===== src/rtl/baud_pkg.sv =====
package baud_pkg;
  localparam int CLK_DIV_W_DEF = 16;
  localparam int BIT_DIV_W_DEF = 8;
  localparam int PRE_RATIO_DEF = 8;
  localparam int MIN_CLK_DIV   = 2;

  function automatic int cnt_width(input int span);
    return (span > 1) ? $clog2(span) : 1;
  endfunction
endpackage


===== src/rtl/baud_cfg_watch.sv =====
module baud_cfg_watch
  import baud_pkg::*;
#(
  parameter int CDW = CLK_DIV_W_DEF,
  parameter int BDW = BIT_DIV_W_DEF
) (
  input  logic           clk,
  input  logic           rst,
  input  logic           sel_in,
  input  logic [CDW-1:0] cd_in,
  input  logic [BDW-1:0] bd_in,
  output logic           sel_q,
  output logic [CDW-1:0] cd_q,
  output logic [BDW-1:0] bd_q,
  output logic           restart
);
  localparam int CFG_W = 1 + CDW + BDW;

  logic [CFG_W-1:0] cfg_now;
  logic [CFG_W-1:0] cfg_held;

  assign cfg_now = {sel_in, cd_in, bd_in};

  // shadow copy of the settings; refreshed every cycle
  always_ff @(posedge clk) begin
    cfg_held <= cfg_now;
  end

  assign {sel_q, cd_q, bd_q} = cfg_held;
  assign restart = !rst && (cfg_now != cfg_held);
endmodule


===== src/rtl/baud_prescale.sv =====
module baud_prescale
  import baud_pkg::*;
#(
  parameter int RATIO = PRE_RATIO_DEF
) (
  input  logic clk,
  input  logic rst,
  input  logic restart,
  input  logic sel,
  output logic pre_en
);
  generate
    if (RATIO > 1) begin : g_div
      localparam int PW = cnt_width(RATIO);
      localparam logic [PW-1:0] LAST = PW'(RATIO - 1);
      logic [PW-1:0] pcnt;

      always_ff @(posedge clk) begin
        if (rst || restart)  pcnt <= '0;
        else if (pcnt == LAST) pcnt <= '0;
        else                 pcnt <= pcnt + 1'b1;
      end

      assign pre_en = sel ? (pcnt == LAST) : 1'b1;

      // a divided enable is never followed directly by another
      assert_pre_gap_R3: assert property (@(posedge clk) disable iff (rst)
        (pre_en && sel && !restart) |=> (!pre_en || restart));
    end else begin : g_pass
      assign pre_en = 1'b1;
    end
  endgenerate
endmodule


===== src/rtl/baud_sample_div.sv =====
module baud_sample_div
  import baud_pkg::*;
#(
  parameter int CDW = CLK_DIV_W_DEF
) (
  input  logic           clk,
  input  logic           rst,
  input  logic           restart,
  input  logic           pre_en,
  input  logic [CDW-1:0] cd_q,
  output logic           strobe,
  output logic           tick
);
  localparam logic [CDW-1:0] MIN_CD = CDW'(MIN_CLK_DIV);
  localparam logic [CDW-1:0] ONE    = CDW'(1);

  logic [CDW-1:0] ccnt;
  logic           cd_ok;
  logic           at_last;

  assign cd_ok   = (cd_q >= MIN_CD);
  assign at_last = (ccnt == cd_q - ONE);
  assign strobe  = !restart && pre_en && cd_ok && at_last;

  always_ff @(posedge clk) begin
    if (rst || restart)       ccnt <= '0;
    else if (pre_en && cd_ok) ccnt <= at_last ? '0 : ccnt + ONE;
  end

  always_ff @(posedge clk) begin
    if (rst) tick <= 1'b0;
    else     tick <= strobe;
  end

  // the registered sample strobe is never two cycles long
  assert_tick_narrow_R5: assert property (@(posedge clk) disable iff (rst)
    tick |=> !tick);
endmodule


===== src/rtl/baud_bit_div.sv =====
module baud_bit_div
  import baud_pkg::*;
#(
  parameter int BDW = BIT_DIV_W_DEF
) (
  input  logic           clk,
  input  logic           rst,
  input  logic           restart,
  input  logic           strobe,
  input  logic [BDW-1:0] bd_q,
  output logic           tick
);
  logic [BDW-1:0] bcnt;
  logic           at_end;

  assign at_end = (bcnt == bd_q);

  always_ff @(posedge clk) begin
    if (rst || restart) bcnt <= '0;
    else if (strobe)    bcnt <= at_end ? '0 : bcnt + 1'b1;
  end

  always_ff @(posedge clk) begin
    if (rst) tick <= 1'b0;
    else     tick <= strobe && at_end;
  end
endmodule


===== src/rtl/baud_tick_gen.sv =====
module baud_tick_gen
  import baud_pkg::*;
#(
  parameter int CDW   = CLK_DIV_W_DEF,
  parameter int BDW   = BIT_DIV_W_DEF,
  parameter int RATIO = PRE_RATIO_DEF
) (
  input  logic           clk,
  input  logic           rst,
  input  logic           pre_div8,
  input  logic [CDW-1:0] clk_div,
  input  logic [BDW-1:0] bit_div,
  output logic           sample_tick,
  output logic           bit_tick
);
  logic           sel_q;
  logic [CDW-1:0] cd_q;
  logic [BDW-1:0] bd_q;
  logic           restart;
  logic           pre_en;
  logic           smp_strobe;

  baud_cfg_watch #(.CDW(CDW), .BDW(BDW)) u_watch (
    .clk(clk), .rst(rst), .sel_in(pre_div8), .cd_in(clk_div), .bd_in(bit_div),
    .sel_q(sel_q), .cd_q(cd_q), .bd_q(bd_q), .restart(restart)
  );

  baud_prescale #(.RATIO(RATIO)) u_pre (
    .clk(clk), .rst(rst), .restart(restart), .sel(sel_q), .pre_en(pre_en)
  );

  baud_sample_div #(.CDW(CDW)) u_smp (
    .clk(clk), .rst(rst), .restart(restart), .pre_en(pre_en), .cd_q(cd_q),
    .strobe(smp_strobe), .tick(sample_tick)
  );

  baud_bit_div #(.BDW(BDW)) u_bit (
    .clk(clk), .rst(rst), .restart(restart), .strobe(smp_strobe), .bd_q(bd_q),
    .tick(bit_tick)
  );

  // a bit strobe always lands on a sample strobe
  assert_bit_on_sample_R4: assert property (@(posedge clk) disable iff (rst)
    bit_tick |-> sample_tick);

  // a divisor below two yields no strobe after the next edge
  assert_small_div_quiet_R6: assert property (@(posedge clk) disable iff (rst)
    (clk_div < CDW'(MIN_CLK_DIV)) |=> (!sample_tick && !bit_tick));

  // the edge that takes a new setting emits no strobe
  assert_restart_quiet_R7: assert property (@(posedge clk) disable iff (rst)
    restart |=> (!sample_tick && !bit_tick));
endmodule


===== config.mk =====
export PLATFORM = sky130hd
export DESIGN_NAME = baud_tick_gen
export DESIGN_NICKNAME = d
export VERILOG_FILES = /design/src/rtl/baud_pkg.sv /design/src/rtl/baud_cfg_watch.sv /design/src/rtl/baud_prescale.sv /design/src/rtl/baud_sample_div.sv /design/src/rtl/baud_bit_div.sv /design/src/rtl/baud_tick_gen.sv
export SDC_FILE = /design/constraint.sdc
export NUM_CORES = 1
export LEC_CHECK = 0
export BUFFER_PORTS_ARGS = -buffer_cell sky130_fd_sc_hd__buf_2
export CAP_MARGIN = 15
export CELL_PAD_IN_SITES_DETAIL_PLACEMENT = 1
export CELL_PAD_IN_SITES_GLOBAL_PLACEMENT = 2
export CORE_MARGIN = 8
export CORE_UTILIZATION = 39
export DETAILED_ROUTE_END_ITERATION = 10
export PLACE_DENSITY = 0.91
export SETUP_SLACK_MARGIN = 0.2
export SYNTH_ARGS = -nofsm -noshare
export SYNTH_HDL_FRONTEND = slang
export SYNTH_SLANG_ARGS = --single-unit

===== constraint.sdc =====
create_clock -name clk -period 5.01 [get_ports clk]
set_input_delay 0.2505 -clock clk [delete_from_list [all_inputs] [get_ports clk]]
set_output_delay 0.2505 -clock clk [all_outputs]
set_load 0.005 [all_outputs]

Yosys cells after proc, flatten, opt, wreduce, memory -nomap -nowiden
Index checks and enable logic that the tools add are counted.
{ "classes": {"n_addsub": 4, "n_lt_le_gt_ge": 1, "eq_ne": 4, "muxes": 3, "n_reduce_logical": 10} }
{ "op_table": {"columns": ["operator", "count"], "rows": [
  ["$ne A25 B25 Y1", 1],
  ["$add A16 B1 Y16 const B", 1],
  ["$eq A16 B16 Y1", 1],
  ["$ge A16 B2 Y1 const B", 1],
  ["$mux W16", 1],
  ["$sub A16 B1 Y16 const B", 1],
  ["$add A8 B1 Y8 const B", 1],
  ["$eq A8 B8 Y1", 1],
  ["$mux W8", 1],
  ["$logic_and A1 B1 Y1", 6],
  ["$add A3 B1 Y3 const B", 1],
  ["$eq A3 B3 Y1 const B", 1],
  ["$logic_not A1 Y1", 2],
  ["$reduce_or A2 Y1", 1],
  ["$logic_or A1 B1 Y1", 1],
  ["$mux W1", 1]
]} }
{ "totals": {"ff_bits": 54, "inputBits": 27, "output_inout_bits": 2, "wordCells": 28} }

Depth between registers and ports, before layout
{ "depth": {"depth_word": 7, "mapped_depth": 12, "ltp_nobuf": 9} }

Hierarchy
From an unflattened synthesis, not the netlist that was laid out.
{ "unflattened": {"cells_unflattened": 291, "area_unflattened_um2": 2768.9} }
{ "modules_own_cells": {"columns": ["mod", "instances", "cells_each", "area_each_um2", "seq_area_each_um2"], "rows": [
  ["baud_sample_div", 1, 173, 1423.9, 340.3],
  ["baud_cfg_watch", 1, 59, 774.5, 500.5],
  ["baud_bit_div", 1, 50, 455.4, 180.2],
  ["baud_prescale", 1, 9, 115.1, 60.1]
]} }

Worst setup path after synthesis
Ideal clock, no wire load.
{ "synth_timing": {"kind": "reg-to-reg", "startpoint": "reg u_watch.cfg_held[8]", "endpoint": "reg u_bit.bcnt[4]", "setup_ns": 0.070, "arrival_ns": 2.691, "t_required_ns": 4.940, "path_slack_ns": 2.249, "path_stages_with_launch": 11, "n_path_buf": 1, "synth_period_minus_slack_ns": 2.761, "cell_sequence": "dfxtp_1 clkbuf_1 inv_1 ha_1 or3b_1 o31a_1 nor4_1 o311ai_1 a2111o_1 or4_1 a21oi_1"} }
{ "synth_between": {"elab_chain_cells": 6, "elab_cells_between_ends": 10, "classes_between": "add/sub: 1; order compare: 1; eq/ne: 2; reduce/logical: 6"} }
{ "synth_lines": {"columns": ["element", "line_no", "rtl"], "rows": [
  ["from (decl)", "baud_cfg_watch.sv:20", "logic [CFG_W-1:0] cfg_held;"],
  ["from (signal assigned)", "baud_cfg_watch.sv:26", "cfg_held <= cfg_now;"],
  ["branches (longest 6 deep; another with $sub A16 B1 Y16)", null, null],
  ["to (signal assigned)", "baud_bit_div.sv:20", "else if (strobe) bcnt <= at_end ? '0 : bcnt + 1'b1;"],
  ["to (decl)", "baud_bit_div.sv:13", "logic [BDW-1:0] bcnt;"]
]} }
Several ways; the timed one is not identified.
A chain may end at the register's enable or synchronous reset.

Worst setup path in the final report
{ "layout_timing": {"startpoint": "reg u_watch.cfg_held[8]", "endpoint": "reg u_bit.bcnt[7]"} }
The elaborated chain is that of the path after synthesis.

==> results.cfg <==
[outcome]
status = finished clean

[global_routing]
grt_max_degree = 19
grt_pass1_vias = 2325
grt.overflow.total = 0
antenna_found_initial = 0
grt_pass1_wl_um = 11400
grtUsageTotal_pct = 14.1

[worst_setup_path]
endpoint_kind = register
crit_family = simple AND/OR/NAND/NOR gates
cpPeakStageDelay_ps = 660
critPathBufInv = 1
reg2reg_from = u_watch.cfg_held[8]
path_cells = inv_1 > ha_1 > nor3b_1 > nand3_1 > nor4_1 > o22ai_1 > a2111o_1 > or4_1 > a21oi_1
crit_path_start_kind = register
arrival_ps = 3610
r2r_cells = 9
worst-setup-path-type = reg2reg
slowest_stage = a2111o_1
r2r_slack_ps = 1630
reg2reg_to = u_bit.bcnt[7]
critPathRequiredTime_ps = 5240
cp_num_cells = 9
cp_max_fo = 18

[logic_synthesis]
synth_top_area_share_pct = 39.7
yosysWarnings = 0
async_flop_share_pct = 0
synth_area_leaders = dfxtp_1 40%, xnor2_1 15%, xor2_1 7.4%
netlist_area_mm2 = 0.00272
synth_edf_count = 0
postSynthCellCount = 292
synth_area_per_cell_um2 = 9.32
synth-seq-cells = 54
yosys-top-cells-count = 54 x dfxtp_1, 46 x xnor2_1, 32 x nor2_1
synth_most_common_cell = dfxtp_1
synthDistinctLibCells = 43
ys_seq_area_share_pct = 39.7
synth_top_area_cell = dfxtp_1
synthFlopType = dfxtp_1
syn-num-nets = 325

[pwr]
p_per_area_mw_per_mm2 = 255
p_int_mw = 0.568
ir_drop_v = 0.000153
p_leak_nw = 1.04
p_clk_share_pct = 30.7
p_sw_mw = 0.187
seqPwrFrac_pct = 60.9
fin_total_pwr_mw = 0.754
p_comb_share_pct = 8.3
p_sw_share_pct = 24.8

[clocking]
hold_buffers = 0
cts.reportedPaths.clkPinSlew_ps = 90
cts_buffer_depth = 2
cts-buffers-inserted = 5
numClockSinks = 54
cts_setup_buffers = 0
cts_resized = 0
cts-root-buf = clkbuf_8
cts_tree = built
htreeDepth = 2
clkLatencyLatePin_ps = 310

[finish]
final_nets = 345
num_antenna_cells = 0
syn_to_final_growth_pct = 8.74
final_layout_size_suffix_gt1_share_pct = 12.5

[timing]
skew_ps = 6.87
drv_slew = 0
rsz0062_at_grt = no
max_freq_ghz = 0.296
relSlewSlack_pct = 56.8
fin_crit_sh_pct = 67.4
setup_viol_count_final = 0
timing.setup.tns_ps = 0
min_period_ps = 3380
worst_pin_slew_ps = 648
hold_viol = 0

[route]
drt_iter0_markers = 89
avgRoutedWirePerCell_um = 17.3
via_per_inst = 5.44
ant_nets = 0
dr.pass1.iters = 4
drc = 0
routed_wl_um = 6800
vias = 2131

[floorplanning]
start_util_pct = 40.3
die_width_um = 99.5
die-area_mm2 = 0.00990
io_pins = 29
core-area_mm2 = 0.00676
rows = 30
die_h_um = 99.5

[hold_path]
min_to = u_watch.cfg_held[13]
min_path_cells = 1
min_path_type = in2reg
worstHoldStart = clk_div[5]

[placement]
place_hpwl_um = 5310
io_buffers = 28
gp_congestion = 0.827

[run]
drv_cap = 0
==> state kept, by name, indices dropped and copies added, names as in the netlist <==
name and cells:
u_bit.bcnt 8, u_bit.tick 1, u_pre.g_div.pcnt 3, u_smp.ccnt 16, u_smp.tick 1, u_watch.cfg_held 25
==> worst reg2reg max path: stages, from the launching register on <==
cell      delay [ps]
dfxtp_1          390
inv_1            120
ha_1             230
nor3b_1          460
nand3_1          240
nor4_1           320
o22ai_1          110
a2111o_1         660
or4_1            610
a21oi_1          170
==> layout by cell type (no fill, tap or decap), drive strengths merged, types with 3 or more instances in the layout <==
| cell type | synthesis | final |
|---|---|---|
| a21oi | 6 | 6 |
| and3 | 6 | 6 |
| buf | 9 | 28 |
| clkbuf | 6 | 5 |
| dfxtp | 54 | 54 |
| ha | 6 | 6 |
| inv | 6 | 6 |
| mux2i | 4 | 4 |
| nand2 | 11 | 11 |
| nand3 | 7 | 7 |
| nand4 | 14 | 14 |
| nor2 | 32 | 32 |
| nor2b | 3 | 3 |
| nor3 | 8 | 8 |
| nor3b | 6 | 6 |
| nor4 | 14 | 14 |
| o21ai | 3 | 3 |
| o31ai | 5 | 5 |
| or4 | 5 | 5 |
| xnor2 | 46 | 46 |
| xor2 | 23 | 23 |
==> per-stage QoR <==
| stage | hold slack, ps | area (um2) | worst slack [ps] | util [%] | instances |
|---|---|---|---|---|---|
| 4_1_cts | 58.0 | 2960 | 1590 | 43.8 | 392 |
| 6_report | 61.4 | 2960 | 1630 | 43.8 | 392 |
| 3_3_place_gp | 376 | 2880 | 1850 | 42.6 | 385 |
| 5_1_grt | 51.9 | 2960 | 1340 | 43.8 | 392 |
| 2_1_floorplan | 278 | 2720 | 2250 | - | 292 |
| 3_5_place_dp | 379 | 2880 | 1650 | 42.6 | 385 |
==> layout make-up <==
type | count | area, um2
inverters | 6 | 22.5
clock buffers | 5 | 68.8
flip-flops and latches | 54 | 1080
well taps | 80 | 100
repair buffers | 28 | 140
clock inverters | 2 | 10.0
fillers | 823 | 3800
multi-input cells | 217 | 1540
==> metal layers <==
metal | vias to the layer above | track usage, % | share of wire [%]
li1 | 1057 | - | -
met3 | 13 | 2.65 | 2.2
met1 | 1028 | 17.5 | 48
met5 | - | 0 | 0
met4 | 0 | 5.01 | 1.9
met2 | 33 | 23.8 | 48
==> worst max-delay path by stage <==
stage                     slack [ps]                start             end
after floorplan                 2250  u_watch.cfg_held[8]   u_bit.bcnt[4]
after detailed placement        1650  u_watch.cfg_held[8]  u_smp.ccnt[12]
after CTS                       1590  u_watch.cfg_held[8]  u_smp.ccnt[12]
after global placement          1850  u_watch.cfg_held[8]  u_smp.ccnt[11]
final                           1630  u_watch.cfg_held[8]   u_bit.bcnt[7]
after global routing            1340  u_watch.cfg_held[8]  u_smp.ccnt[13]
==> cells by family after synthesis <==
logic type | after synthesis | share of synthesized area, %
and+or+nand+nor | 113 | 23.5
xor gates and xnor gates | 69 | 22.2
DFF | 54 | 39.7
AOI/OAI and AO/OA | 25 | 6.53
buffers and inverters | 21 | 3.82
adders and majority gates | 6 | 2.76
muxes | 4 | 1.47
==> power by group through the flow <==
stage / registers (mW) / logic (mW) / clock network (mW)
2_1_floorplan: 0.457 / 0.0503 / 0
3_3_place_gp: 0.469 / 0.0605 / 0
3_5_place_dp: 0.469 / 0.0629 / 0
4_1_cts: 0.460 / 0.0636 / 0.240
5_1_grt: 0.462 / 0.0689 / 0.259
6_report: 0.460 / 0.0630 / 0.232
(Power assumes the default switching activity.)
